## src/rtl/rxh_pkg.sv

```systemverilog
package rxh_pkg;
  typedef enum logic [1:0] {
    RXM_OFF  = 2'b00,
    RXM_IRQ  = 2'b01,
    RXM_DMA  = 2'b10,
    RXM_RSVD = 2'b11
  } rx_mode_e;

  localparam int SEL_W  = 3;
  localparam int N_LVLS = 1 << SEL_W;
endpackage

```

## src/rtl/rxh_trig_dec.sv

```systemverilog
module rxh_trig_dec #(
  parameter int DEPTH = 16,
  parameter int CNT_W = $clog2(DEPTH + 1)
) (
  input  logic [rxh_pkg::SEL_W-1:0] sel,
  output logic [CNT_W-1:0]          level
);
  logic [CNT_W-1:0] tbl [rxh_pkg::N_LVLS];

  for (genvar i = 0; i < rxh_pkg::N_LVLS; i++) begin : g_lvl
    localparam int LV = ((i + 1) * DEPTH) / rxh_pkg::N_LVLS;
    assign tbl[i] = CNT_W'(LV);
  end

  assign level = tbl[sel];
endmodule

```

## src/rtl/rxh_flags.sv

```systemverilog
module rxh_flags #(
  parameter int CNT_W = 5
) (
  input  logic             clk,
  input  logic             rst,
  input  logic             fifo_en,
  input  logic             lvl_only,
  input  logic             tmo_en,
  input  logic [CNT_W-1:0] fifo_count,
  input  logic [CNT_W-1:0] level,
  input  logic             hold_load,
  input  logic             idle_tick,
  input  logic             rd_strobe,
  input  logic             int_clr,
  output logic             dr_next,
  output logic             rx_pend,
  output logic             rx_tmo
);
  logic dr_q;
  logic nonempty;
  logic fifo_raise;
  logic hold_raise;
  logic tmo_hit;

  assign nonempty = (fifo_count != '0);

  always_comb begin
    dr_next = dr_q;
    if (rd_strobe && !fifo_en) dr_next = 1'b0;
    if (hold_load)             dr_next = 1'b1;
  end

  assign fifo_raise = fifo_en && ((nonempty && !lvl_only) || (fifo_count >= level));
  assign hold_raise = !fifo_en && dr_next;
  assign tmo_hit    = idle_tick && tmo_en && fifo_en && nonempty && !rx_pend;

  always_ff @(posedge clk) begin
    if (rst) begin
      dr_q    <= 1'b0;
      rx_pend <= 1'b0;
      rx_tmo  <= 1'b0;
    end else begin
      dr_q    <= dr_next;
      rx_pend <= (rx_pend && !int_clr) || fifo_raise || hold_raise || tmo_hit;
      rx_tmo  <= (rx_tmo && !int_clr) || tmo_hit;
    end
  end
endmodule

```

## src/rtl/rxh_busy.sv

```systemverilog
module rxh_busy #(
  parameter int CNT_W = 5
) (
  input  logic             clk,
  input  logic             rst,
  input  logic [1:0]       rx_mode,
  input  logic             fifo_en,
  input  logic [CNT_W-1:0] fifo_count,
  input  logic             dr_next,
  output logic             dma_busy
);
  import rxh_pkg::*;

  logic dma_sel;
  logic empty;

  assign dma_sel = (rx_mode_e'(rx_mode) == RXM_DMA);
  assign empty   = fifo_en ? (fifo_count == '0) : !dr_next;

  always_ff @(posedge clk) begin
    if (rst) dma_busy <= 1'b0;
    else     dma_busy <= dma_sel && empty;
  end
endmodule

```

## src/rtl/rx_irq_dma_ctl.sv

```systemverilog
module rx_irq_dma_ctl #(
  parameter int DEPTH = 16,
  parameter int CNT_W = $clog2(DEPTH + 1)
) (
  input  logic             clk,
  input  logic             rst,
  input  logic [1:0]       rx_mode,
  input  logic             fifo_en,
  input  logic             lvl_only,
  input  logic             tmo_en,
  input  logic [2:0]       trig_sel,
  input  logic [CNT_W-1:0] fifo_count,
  input  logic             hold_load,
  input  logic             idle_tick,
  input  logic             rd_strobe,
  input  logic             int_clr,
  output logic             dma_busy,
  output logic             rx_pend,
  output logic             rx_tmo
);
  logic [CNT_W-1:0] level;
  logic             dr_next;

  rxh_trig_dec #(.DEPTH(DEPTH), .CNT_W(CNT_W)) u_dec (
    .sel   (trig_sel),
    .level (level)
  );

  rxh_flags #(.CNT_W(CNT_W)) u_flags (
    .clk        (clk),
    .rst        (rst),
    .fifo_en    (fifo_en),
    .lvl_only   (lvl_only),
    .tmo_en     (tmo_en),
    .fifo_count (fifo_count),
    .level      (level),
    .hold_load  (hold_load),
    .idle_tick  (idle_tick),
    .rd_strobe  (rd_strobe),
    .int_clr    (int_clr),
    .dr_next    (dr_next),
    .rx_pend    (rx_pend),
    .rx_tmo     (rx_tmo)
  );

  rxh_busy #(.CNT_W(CNT_W)) u_busy (
    .clk        (clk),
    .rst        (rst),
    .rx_mode    (rx_mode),
    .fifo_en    (fifo_en),
    .fifo_count (fifo_count),
    .dr_next    (dr_next),
    .dma_busy   (dma_busy)
  );
endmodule

```

## config.mk

```make
export PLATFORM = sky130hd
export DESIGN_NAME = rx_irq_dma_ctl
export DESIGN_NICKNAME = d
export VERILOG_FILES = /design/src/rtl/rxh_pkg.sv /design/src/rtl/rxh_trig_dec.sv /design/src/rtl/rxh_flags.sv /design/src/rtl/rxh_busy.sv /design/src/rtl/rx_irq_dma_ctl.sv
export SDC_FILE = /design/constraint.sdc
export NUM_CORES = 1
export LEC_CHECK = 0
export ABC_AREA = 1
export CELL_PAD_IN_SITES_DETAIL_PLACEMENT = 0
export CELL_PAD_IN_SITES_GLOBAL_PLACEMENT = 1
export CORE_AREA = 2 2 39 41
export CTS_BUF_LIST = sky130_fd_sc_hd__clkbuf_4
export CTS_CLUSTER_SIZE = 20
export DETAILED_ROUTE_END_ITERATION = 6
export DIE_AREA = 0 0 41 43
export DONT_BUFFER_PORTS = 1
export PLACE_DENSITY = 0.56
export SLEW_MARGIN = 20
export SYNTH_ARGS = -nofsm -noshare
export SYNTH_HDL_FRONTEND = slang
export SYNTH_SLANG_ARGS = --single-unit
```

## constraint.sdc

```tcl
create_clock -name clk -period 1.28 [get_ports clk]
set_input_delay 0.064 -clock clk [delete_from_list [all_inputs] [get_ports clk]]
set_output_delay 0.064 -clock clk [all_outputs]
set_load 0.01 [all_outputs]
```

==> impl_metrics.toml, run 1 <==
[synth]
synth.area.mux_share_pct = 0
synth-seq-cells = 4
synth-compound-area-share_pct = 6.80
synth_cell_types = 13
synth_top_family_by_area = "simple AND/OR/NAND/NOR gates"
ys_warn_count = 0
synth-xor-area-share_pct = 0
avgSynthCellArea_sq_um = 6.81
synthCells = 54
syn_nets = 79
synthSimpleGateAreaFrac_pct = 34.0
synth-adder-area-share_pct = 20.4
synth_seq_area_share_pct = 21.8
syn_area_sq_um = 368

[floorplan]
initial_core_util_pct = 26.6
coreArea_sq_um = 1380
die_h_um = 43
die_w_um = 41
ios = 22
die-area_sq_um = 1760
rows = 14

[timing]
finClkSkew_ns = 0.00159
fin_hold_ws_ns = 0.0141
timing.fmax_mhz = 1090
max_slew_margin_pct = 86.9
grt_setup_unrepaired = "no"
drv_slew = 0
worst_pin_slew_ns = 0.194
min_period_ns = 0.919
fin_setup_tns_ns = 0
hold_viol = 0
period_share_pct = 71.8
setup_viol = 0

[routing]
drt-initial-drc-count = 3
drc = 0
viasPerCell = 4.00
wl_per_cell_um = 9.19
wl_um = 708
ant_nets = 0
vias = 308
drt-pass1-iter-count = 3

[layout]
nets = 88
most-common-layout-cells = "16 x nand2_1, 10 x inv_1, 6 x ha_1"
drive_gt1_share_pct = 13.1
diodes = 0
area_growth_pct = 22.4
final_common_cell = "nand2_1"
nFillCells = 153

[clock_network]
cts_tree = "built"
hold_buffers = 4
cts_inserted_buffers = 3
ctsRootBufferMaster = "clkbuf_4"
clkTransAtPathRegs_ns = 0.04
post_cts_buffers = 0
clkLatencyLatePin_ns = 0.23
post_cts_resized = 0
htreeDepth = 1
clockBufferDepth = 2
cts.sinks = 4

[worst_setup_path]
cp.buffers_inverters = 0
worstPathMaxFanout = 3
cpMaxStageDelayCell = "dfxtp_1"
critPathLaunchType = "flop"
critPathKind = "flop to flop"
critical_path.top_delay_family = "simple AND/OR/NAND/NOR gates"
end_kind = "flop"
worstPathArrival_ns = 1.08
max_stage_delay_ns = 0.34
required_ns = 1.44
path_cells = "nand3b_1, nor2_4, nor2_1, a21oi_1"

[global_routing]
grt_usage_pct = 9.83
grt_overflow = 0
grt_max_degree = 5
antenna_found_initial = 0
grt_pass1_vias = 303
grt_pass1_wl_um = 1170

[place]
gp_congestion = 0.663
port_buffers = 0
dp_hpwl_um = 609

[power]
leakage_uw = 0.000241
powerDensity_nw_per_um2 = 845
ir_drop_uv = 433

[run]
cap_viol_max_count = 0

[min_path]
min_path_type = "input pin to flop"

[outcome]
status = "finished, final reports clean"
## sequential cells by signal, summed over array words and instances, names as in the netlist
name and count:
u_flags.dr_q 1, u_flags.rx_tmo 1, u_busy.dma_busy 1, u_flags.rx_pend 1
## synthesized netlist by cell type (all sizes together)
cell type	instances	area, sq um
o21ai	1	5.00
nand2	16	60.1
a21oi	4	20.0
inv	12	45.1
dfxtp	4	80.1
ha	6	75.1
nand3	3	15.0
nand3b	2	15.0
nor2	4	22.5
bufinv	1	17.5
nor4	1	12.5
## stage by stage
| stage | utilization (%) | setup slack, ns | instances | area [sq um] | power [uW] |
|---|---|---|---|---|---|
| final | 32.5 | 0.361 | 77 | 450 | 380 |
| after global routing | 32.5 | 0.300 | 77 | 450 | 408 |
| after CTS | 32.5 | 0.354 | 77 | 450 | 390 |
| after detailed placement | 28.0 | 0.132 | 70 | 388 | 218 |
| after global placement | 28.0 | 0.144 | 70 | 388 | 218 |
| after floorplan | - | 0.206 | 54 | 368 | 206 |
## area by class of cell
class                   instances  area, sq um  share of cell area, %
repair buffers                  4         40.0                   8.89
clock buffers                   3         22.5                   5.00
flip-flops and latches          4         80.1                   17.8
well taps                      16         20.0                   4.44
multi-input cells              37          225                   50.0
inverters                      13         62.6                   13.9
## per-layer routing
layer | up-vias | GRT usage (%) | share of wire, %
li1 | 182 | - | -
met1 | 115 | 13.5 | 47
met2 | 11 | 11.9 | 42
met3 | 0 | 6.28 | 11
met4 | 0 | 4.00 | 0
met5 | - | 0 | 0
## logic make-up after synthesis
| group | count (synthesis) |
|---|---|
| AOI/OAI and AO/OA | 5 |
| adders and majority gates | 6 |
| buffers and inverters | 13 |
| DFF | 4 |
| and+or+nand+nor | 26 |
## power by group
part / total (uW) / switching (uW) / leakage, uW / internal [uW]
combinational: 88.2 / 42.3 / 0.000194 / 46.0
sequential: 138 / 5.84 / 0.0000330 / 133
clock: 154 / 49.1 / 0.0000138 / 105
## worst paths after layout
| path | startpoint | endpoint | slack [ns] | depth (start not counted) |
|---|---|---|---|---|
| min reg2reg | u_flags.dr_q | u_flags.dr_q | 0.46 | 2 |
| max reg2reg | u_flags.rx_pend | u_flags.rx_pend | 0.36 | 4 |
| min | int_clr | u_flags.rx_tmo | 0.01 | 3 |
| max | u_flags.rx_pend | u_flags.rx_pend | 0.36 | 4 |
## worst reg2reg max path: stages (launching register included)
cell      delay [ns]
dfxtp_1         0.34
nand3b_1        0.22
nor2_4          0.13
nor2_1          0.05
a21oi_1         0.12
Power figures use the tool's default switching activity.
==> run 2, diff against run 1 <==
--- a/config.mk
+++ b/config.mk
@@ -5,7 +5,7 @@
 export SDC_FILE = /design/constraint.sdc
 export NUM_CORES = 1
 export LEC_CHECK = 0
-export ABC_AREA = 1
+export ABC_AREA = 0
 export CELL_PAD_IN_SITES_DETAIL_PLACEMENT = 0
 export CELL_PAD_IN_SITES_GLOBAL_PLACEMENT = 1
 export CORE_AREA = 2 2 39 41
@@ -14,7 +14,7 @@
 export DETAILED_ROUTE_END_ITERATION = 6
 export DIE_AREA = 0 0 41 43
 export DONT_BUFFER_PORTS = 1
-export PLACE_DENSITY = 0.56
+export PLACE_DENSITY = 0.51
 export SLEW_MARGIN = 20
 export SYNTH_ARGS = -nofsm -noshare
 export SYNTH_HDL_FRONTEND = slang
==> constraint.sdc (replaced) <==
create_clock -name clk -period 0.8 [get_ports clk]
set_input_delay 0.04 -clock clk [delete_from_list [all_inputs] [get_ports clk]]
set_output_delay 0.04 -clock clk [all_outputs]
set_load 0.01 [all_outputs]
==> run 2 against run 1 <==
The run now ends with hold timing, setup timing left. Combinational power up 110%. Sequential share of layout area down 1.9 points. Synthesized cell count down 24%. Clock skew down 0.0011 ns. Critical path depth down 1. Critical path type is now input pin to flop. Largest cell class unchanged. Largest power group unchanged.
==> impl_metrics.toml, run 2 <==
[outcome]
status = "finished with violations"
violations = "hold timing, setup timing"

[timing]
fin_hold_ws_ns = -0.00748
period_share_pct = 147
finalWorstSetupSlack_ns = -0.379
finClkSkew_ns = 0.000478
drv_slew = 0
grt_setup_unrepaired = "yes"
max_slew_margin_pct = 83.3
setup_viol = 4
min_period_ns = 1.18
worst_pin_slew_ns = 0.249
timing.fmax_mhz = 848
hold_viol = 1

[routing]
ant_nets = 0
drc = 0
wl_per_cell_um = 13.4
drt-initial-drc-count = 2
viasPerCell = 5.24
vias = 356
drt-pass1-iter-count = 4
wl_um = 911

[place]
dp_cells = 61
port_buffers = 0
dp_slack_ns = -0.458
placed_area_sq_um = 372
dp_hpwl_um = 650
gp_congestion = 0.640

[layout]
drive_gt1_share_pct = 40.4
finalNonFillerCells = 68
area_growth_pct = 61.0
final_area_sq_um = 512
diodes = 0
multi_input_area_sq_um = 287
regArea_sq_um = 81.3
final_common_cell = "inv_1"
most-common-layout-cells = "6 x inv_1, 4 x a21oi_1, 4 x ha_4, 4 x buf_4"
nFillCells = 150
nets = 79

[global_routing]
antenna_found_initial = 0
grt_max_degree = 5
grt_overflow = 0
grt_usage_pct = 10.6
grt_pass1_wl_um = 1270
grt_pass1_vias = 343

[clock_network]
ctsRootBufferMaster = "clkbuf_4"
htreeDepth = 1
cts_inserted_buffers = 3
clkLatencyLatePin_ns = 0.24
cts_tree = "built"
cts.sinks = 4
clkTransAtPathRegs_ns = 0.04
clockBufferDepth = 2

[worst_setup_path]
worstPathMaxFanout = 4
critical_path.top_delay_family = "buffers and inverters"
reg2reg_setup_slack_ns = -0.35
worstPathArrival_ns = 1.35
cpMaxStageDelayCell = "dlygate4sd3_1"
max_stage_delay_ns = 0.60
path_cells = "dlygate4sd3_1, or4b_1, a21oi_2"
critPathLaunchType = "input pin"
end_kind = "flop"
cp.buffers_inverters = 1
required_ns = 0.97
critPathKind = "input pin to flop"

[synth]
synth_cell_types = 16
synth_edf_count = 0
yosys.area.top_type_share_pct = 25.2
synthArstFlopShare_pct = 0
syn_area_sq_um = 318
synth_flop_cell = "dfxtp_1"
synth_seq_area_share_pct = 25.2
synth_top_area_cell = "dfxtp_1"
synth-seq-cells = 4
synth.area.top_cells = "dfxtp_1 25%, ha_1 24%, a21oi_1 11%"
avgSynthCellArea_sq_um = 7.75
ys_warn_count = 0
syn_nets = 66
synth_top_cells_by_count = "7 x a21oi_1, 7 x inv_1, 6 x ha_1"
synthCells = 41

[floorplan]
die_w_um = 41
initial_core_util_pct = 23.0
die-area_sq_um = 1760
ios = 22
coreArea_sq_um = 1380
die_h_um = 43
rows = 14

[power]
leakage_uw = 0.000213
ir_drop_uv = 376
powerDensity_nw_per_um2 = 1300
total_power_uw = 663

[run]
cap_viol_max_count = 0

[min_path]
min_path_type = "input pin to flop"
run 2: layer usage:
metal	track usage, %	vias to the layer above	part of all wire [%]
met1	9.55	171	37
met4	8.00	0	1.3
met5	0	-	0
li1	-	169	-
met3	3.14	2	5.7
met2	18.1	14	56
run 2: report_power, final:
| group | internal [uW] | switching, uW |
|---|---|---|
| registers | 213 | 7.90 |
| logic | 105 | 78.3 |
| clock network | 168 | 90.3 |
| total | 487 | 176 |
run 2: through the flow:
stage	setup TNS (ns)	utilization, %
global route	-0.806	37.0
detailed placement	-0.769	26.9
global placement	-0.696	26.9
finish	-0.682	37.0
CTS	-0.560	32.5
floorplan	-0.592	-
run 2: kinds of logic (layout without fill, tap and decap cells):
logic type | after synthesis | in the layout | share of synthesized area (%)
compound gates | 14 | 14 | 25.6
fa+ha+maj | 6 | 6 | 23.6
buf+inv | 7 | 18 | 8.27
flops | 4 | 4 | 25.2
simple gates | 10 | 10 | 17.3
run 2: worst paths after layout:
path / startpoint / endpoint / cells after the start
worst min register to register: u_flags.dr_q / u_flags.dr_q / 2
worst max-delay path: rst / u_busy.dma_busy / 3
worst max register to register: u_flags.dr_q / u_busy.dma_busy / 4
worst min-delay path: hold_load / u_flags.dr_q / 2
run 2: repair_timing:
| item | CTS | global route |
|---|---|---|
| pin swaps | 4 | 8 |
| resized for setup | 8 | 8 |
| hold endpoints to repair | 4 | 4 |
| buffers inserted | 1 | 1 |
| setup endpoints to repair | 3 | 4 |
| hold buffers | 1 | 1 |
run 2: cell type report:
type / count / share of cell area, %
multi-input combinational: 30 / 56.0
sequential: 4 / 15.9
timing repair buffer: 8 / 14.2
tap: 16 / 3.91
clock buffer: 3 / 4.40
inverter: 7 / 5.62
run 2: worst register-to-register path, stage by stage (launching register included):
cell and delay (ns):
dfxtp_1 0.30, nand2b_1 0.08, a21oi_2 0.06, or4b_1 0.50, a21oi_2 0.14
==> run 3, diff against run 2 <==
--- a/config.mk
+++ b/config.mk
@@ -14,7 +14,7 @@
 export DETAILED_ROUTE_END_ITERATION = 6
 export DIE_AREA = 0 0 41 43
 export DONT_BUFFER_PORTS = 1
-export PLACE_DENSITY = 0.51
+export PLACE_DENSITY = 0.5
 export SLEW_MARGIN = 20
 export SYNTH_ARGS = -nofsm -noshare
 export SYNTH_HDL_FRONTEND = slang
==> constraint.sdc (replaced) <==
create_clock -name clk -period 1.3 [get_ports clk]
set_input_delay 0.065 -clock clk [delete_from_list [all_inputs] [get_ports clk]]
set_output_delay 0.065 -clock clk [all_outputs]
set_load 0.01 [all_outputs]
==> run 3 against run 2 <==
The run now ends clean. Global-route usage fell by 0.30 points. Worst setup slack better by 0.50 ns. Power is 46% lower. Core utilization shrank 8.8 points.
==> impl_metrics.toml, run 3 (synthesis gave the netlist of run 2 again) <==
[place]
placed_area_sq_um = 338
gp_congestion = 0.664
port_buffers = 0
dp_cells = 57
dp_hpwl_um = 658

[timing]
period_share_pct = 91.0
timing.fmax_mhz = 845
min_period_ns = 1.18
setup_viol = 0
worst_pin_slew_ns = 0.350
hold_viol = 0
finClkSkew_ns = 0.00167
drv_slew = 0
grt_setup_unrepaired = "no"
max_slew_margin_pct = 76.5

[worst_setup_path]
critPathLaunchType = "input pin"
required_ns = 1.46
worstPathArrival_ns = 1.35
end_kind = "flop"
worstPathMaxFanout = 2
critPathKind = "input pin to flop"

[layout]
drive_gt1_share_pct = 6.38
final_area_sq_um = 390
most-common-layout-cells = "7 x inv_1, 7 x a21oi_1, 6 x ha_1"
finalNonFillerCells = 63
area_growth_pct = 22.8
diodes = 0
nets = 74

[routing]
wl_um = 793
drt-initial-drc-count = 7
dr_wl_met2_um = 431
wl_met3_um = 43
wl_per_cell_um = 12.6
drt-met1-wl_um = 303
top_layer_used = "met4"
vias = 306
drc = 0
drt-pass1-iter-count = 2
viasPerCell = 4.86
ant_nets = 0

[floorplan]
coreArea_sq_um = 1380
die_w_um = 41
die_h_um = 43
rows = 14
die-area_sq_um = 1760
ios = 22
initial_core_util_pct = 23.0

[clock_network]
hold_buffers = 3
post_cts_resized = 0
clkLatencyLatePin_ns = 0.24
clkTransAtPathRegs_ns = 0.04
ctsRootBufferMaster = "clkbuf_4"
cts_tree = "built"
clockBufferDepth = 2
post_cts_buffers = 0
cts.sinks = 4
cts_inserted_buffers = 3
htreeDepth = 1

[global_routing]
grt_usage_pct = 10.3
grt_pass1_vias = 331
antenna_found_initial = 0
grt_max_degree = 5
grt_overflow = 0
grt_pass1_wl_um = 1220

[power]
ir_drop_uv = 159
powerDensity_nw_per_um2 = 920
leakage_uw = 0.000182

[min_path]
min_path_type = "input pin to flop"

[outcome]
status = "finished, final reports clean"

[run]
cap_viol_max_count = 0
[run 3: cell types whose count changed in the layout (fill, tap and decap cells not counted), moves of 2 or more]
| cell | change |
|---|---|
| buf_4 | -4 |
| ha_1 | +4 |
| ha_4 | -4 |
| a21oi_1 | +3 |
| a21oi_2 | -3 |
| buf_6 | -2 |
[run 3: per-layer routing]
metal / global-route usage (%) / vias up
met5: 0 / -
met4: 8.00 / 0
met3: 1.57 / 2
met2: 16.6 / 10
met1: 11.1 / 137
li1: - / 157
[run 3: worst max-delay path, stage by stage]
cell,delay (ns)
dlygate4sd3_1,0.53
inv_1,0.07
a21oi_1,0.08
or4b_1,0.47
a21oi_1,0.13
[run 3: stage by stage]
stage,util (%),hold WS [ns],setup TNS (ns),power (uW),worst slack [ns]
floorplan,-,0.134,0,183,0.0794
global placement,24.4,0.135,0,192,0.0177
detailed placement,24.4,0.140,-0.0325,196,-0.0325
CTS,28.2,0.00424,0,365,0.105
global route,28.2,0.0124,0,384,0.0351
finish,28.2,0.00237,0,359,0.117
[run 3: path summary, 6_finish.rpt]
| check | slack, ns | end | startpoint | cells past startpoint |
|---|---|---|---|---|
| hold / removal | 0.002 | u_busy.dma_busy | rst | 2 |
| setup / recovery | 0.12 | u_busy.dma_busy | hold_load | 5 |
| setup reg to reg | 0.17 | u_busy.dma_busy | u_flags.dr_q | 4 |
| hold reg to reg | 0.48 | u_flags.dr_q | u_flags.dr_q | 2 |
[run 3: final cells by class]
class,instances,area [sq um]
Clock buffer,3,22.5
Multi-Input combinational cell,30,211
Timing Repair Buffer,3,30.0
Inverter,7,26.3
Sequential cell,4,80.1
Fill cell,164,993
Tap cell,16,20.0
[run 3: report_power, final]
part           internal (uW)  switching [uW]  total, uW
registers                130            6.82        137
logic                   33.8            31.0       64.8
clock network            103            53.5        157
total                    268            91.3        359
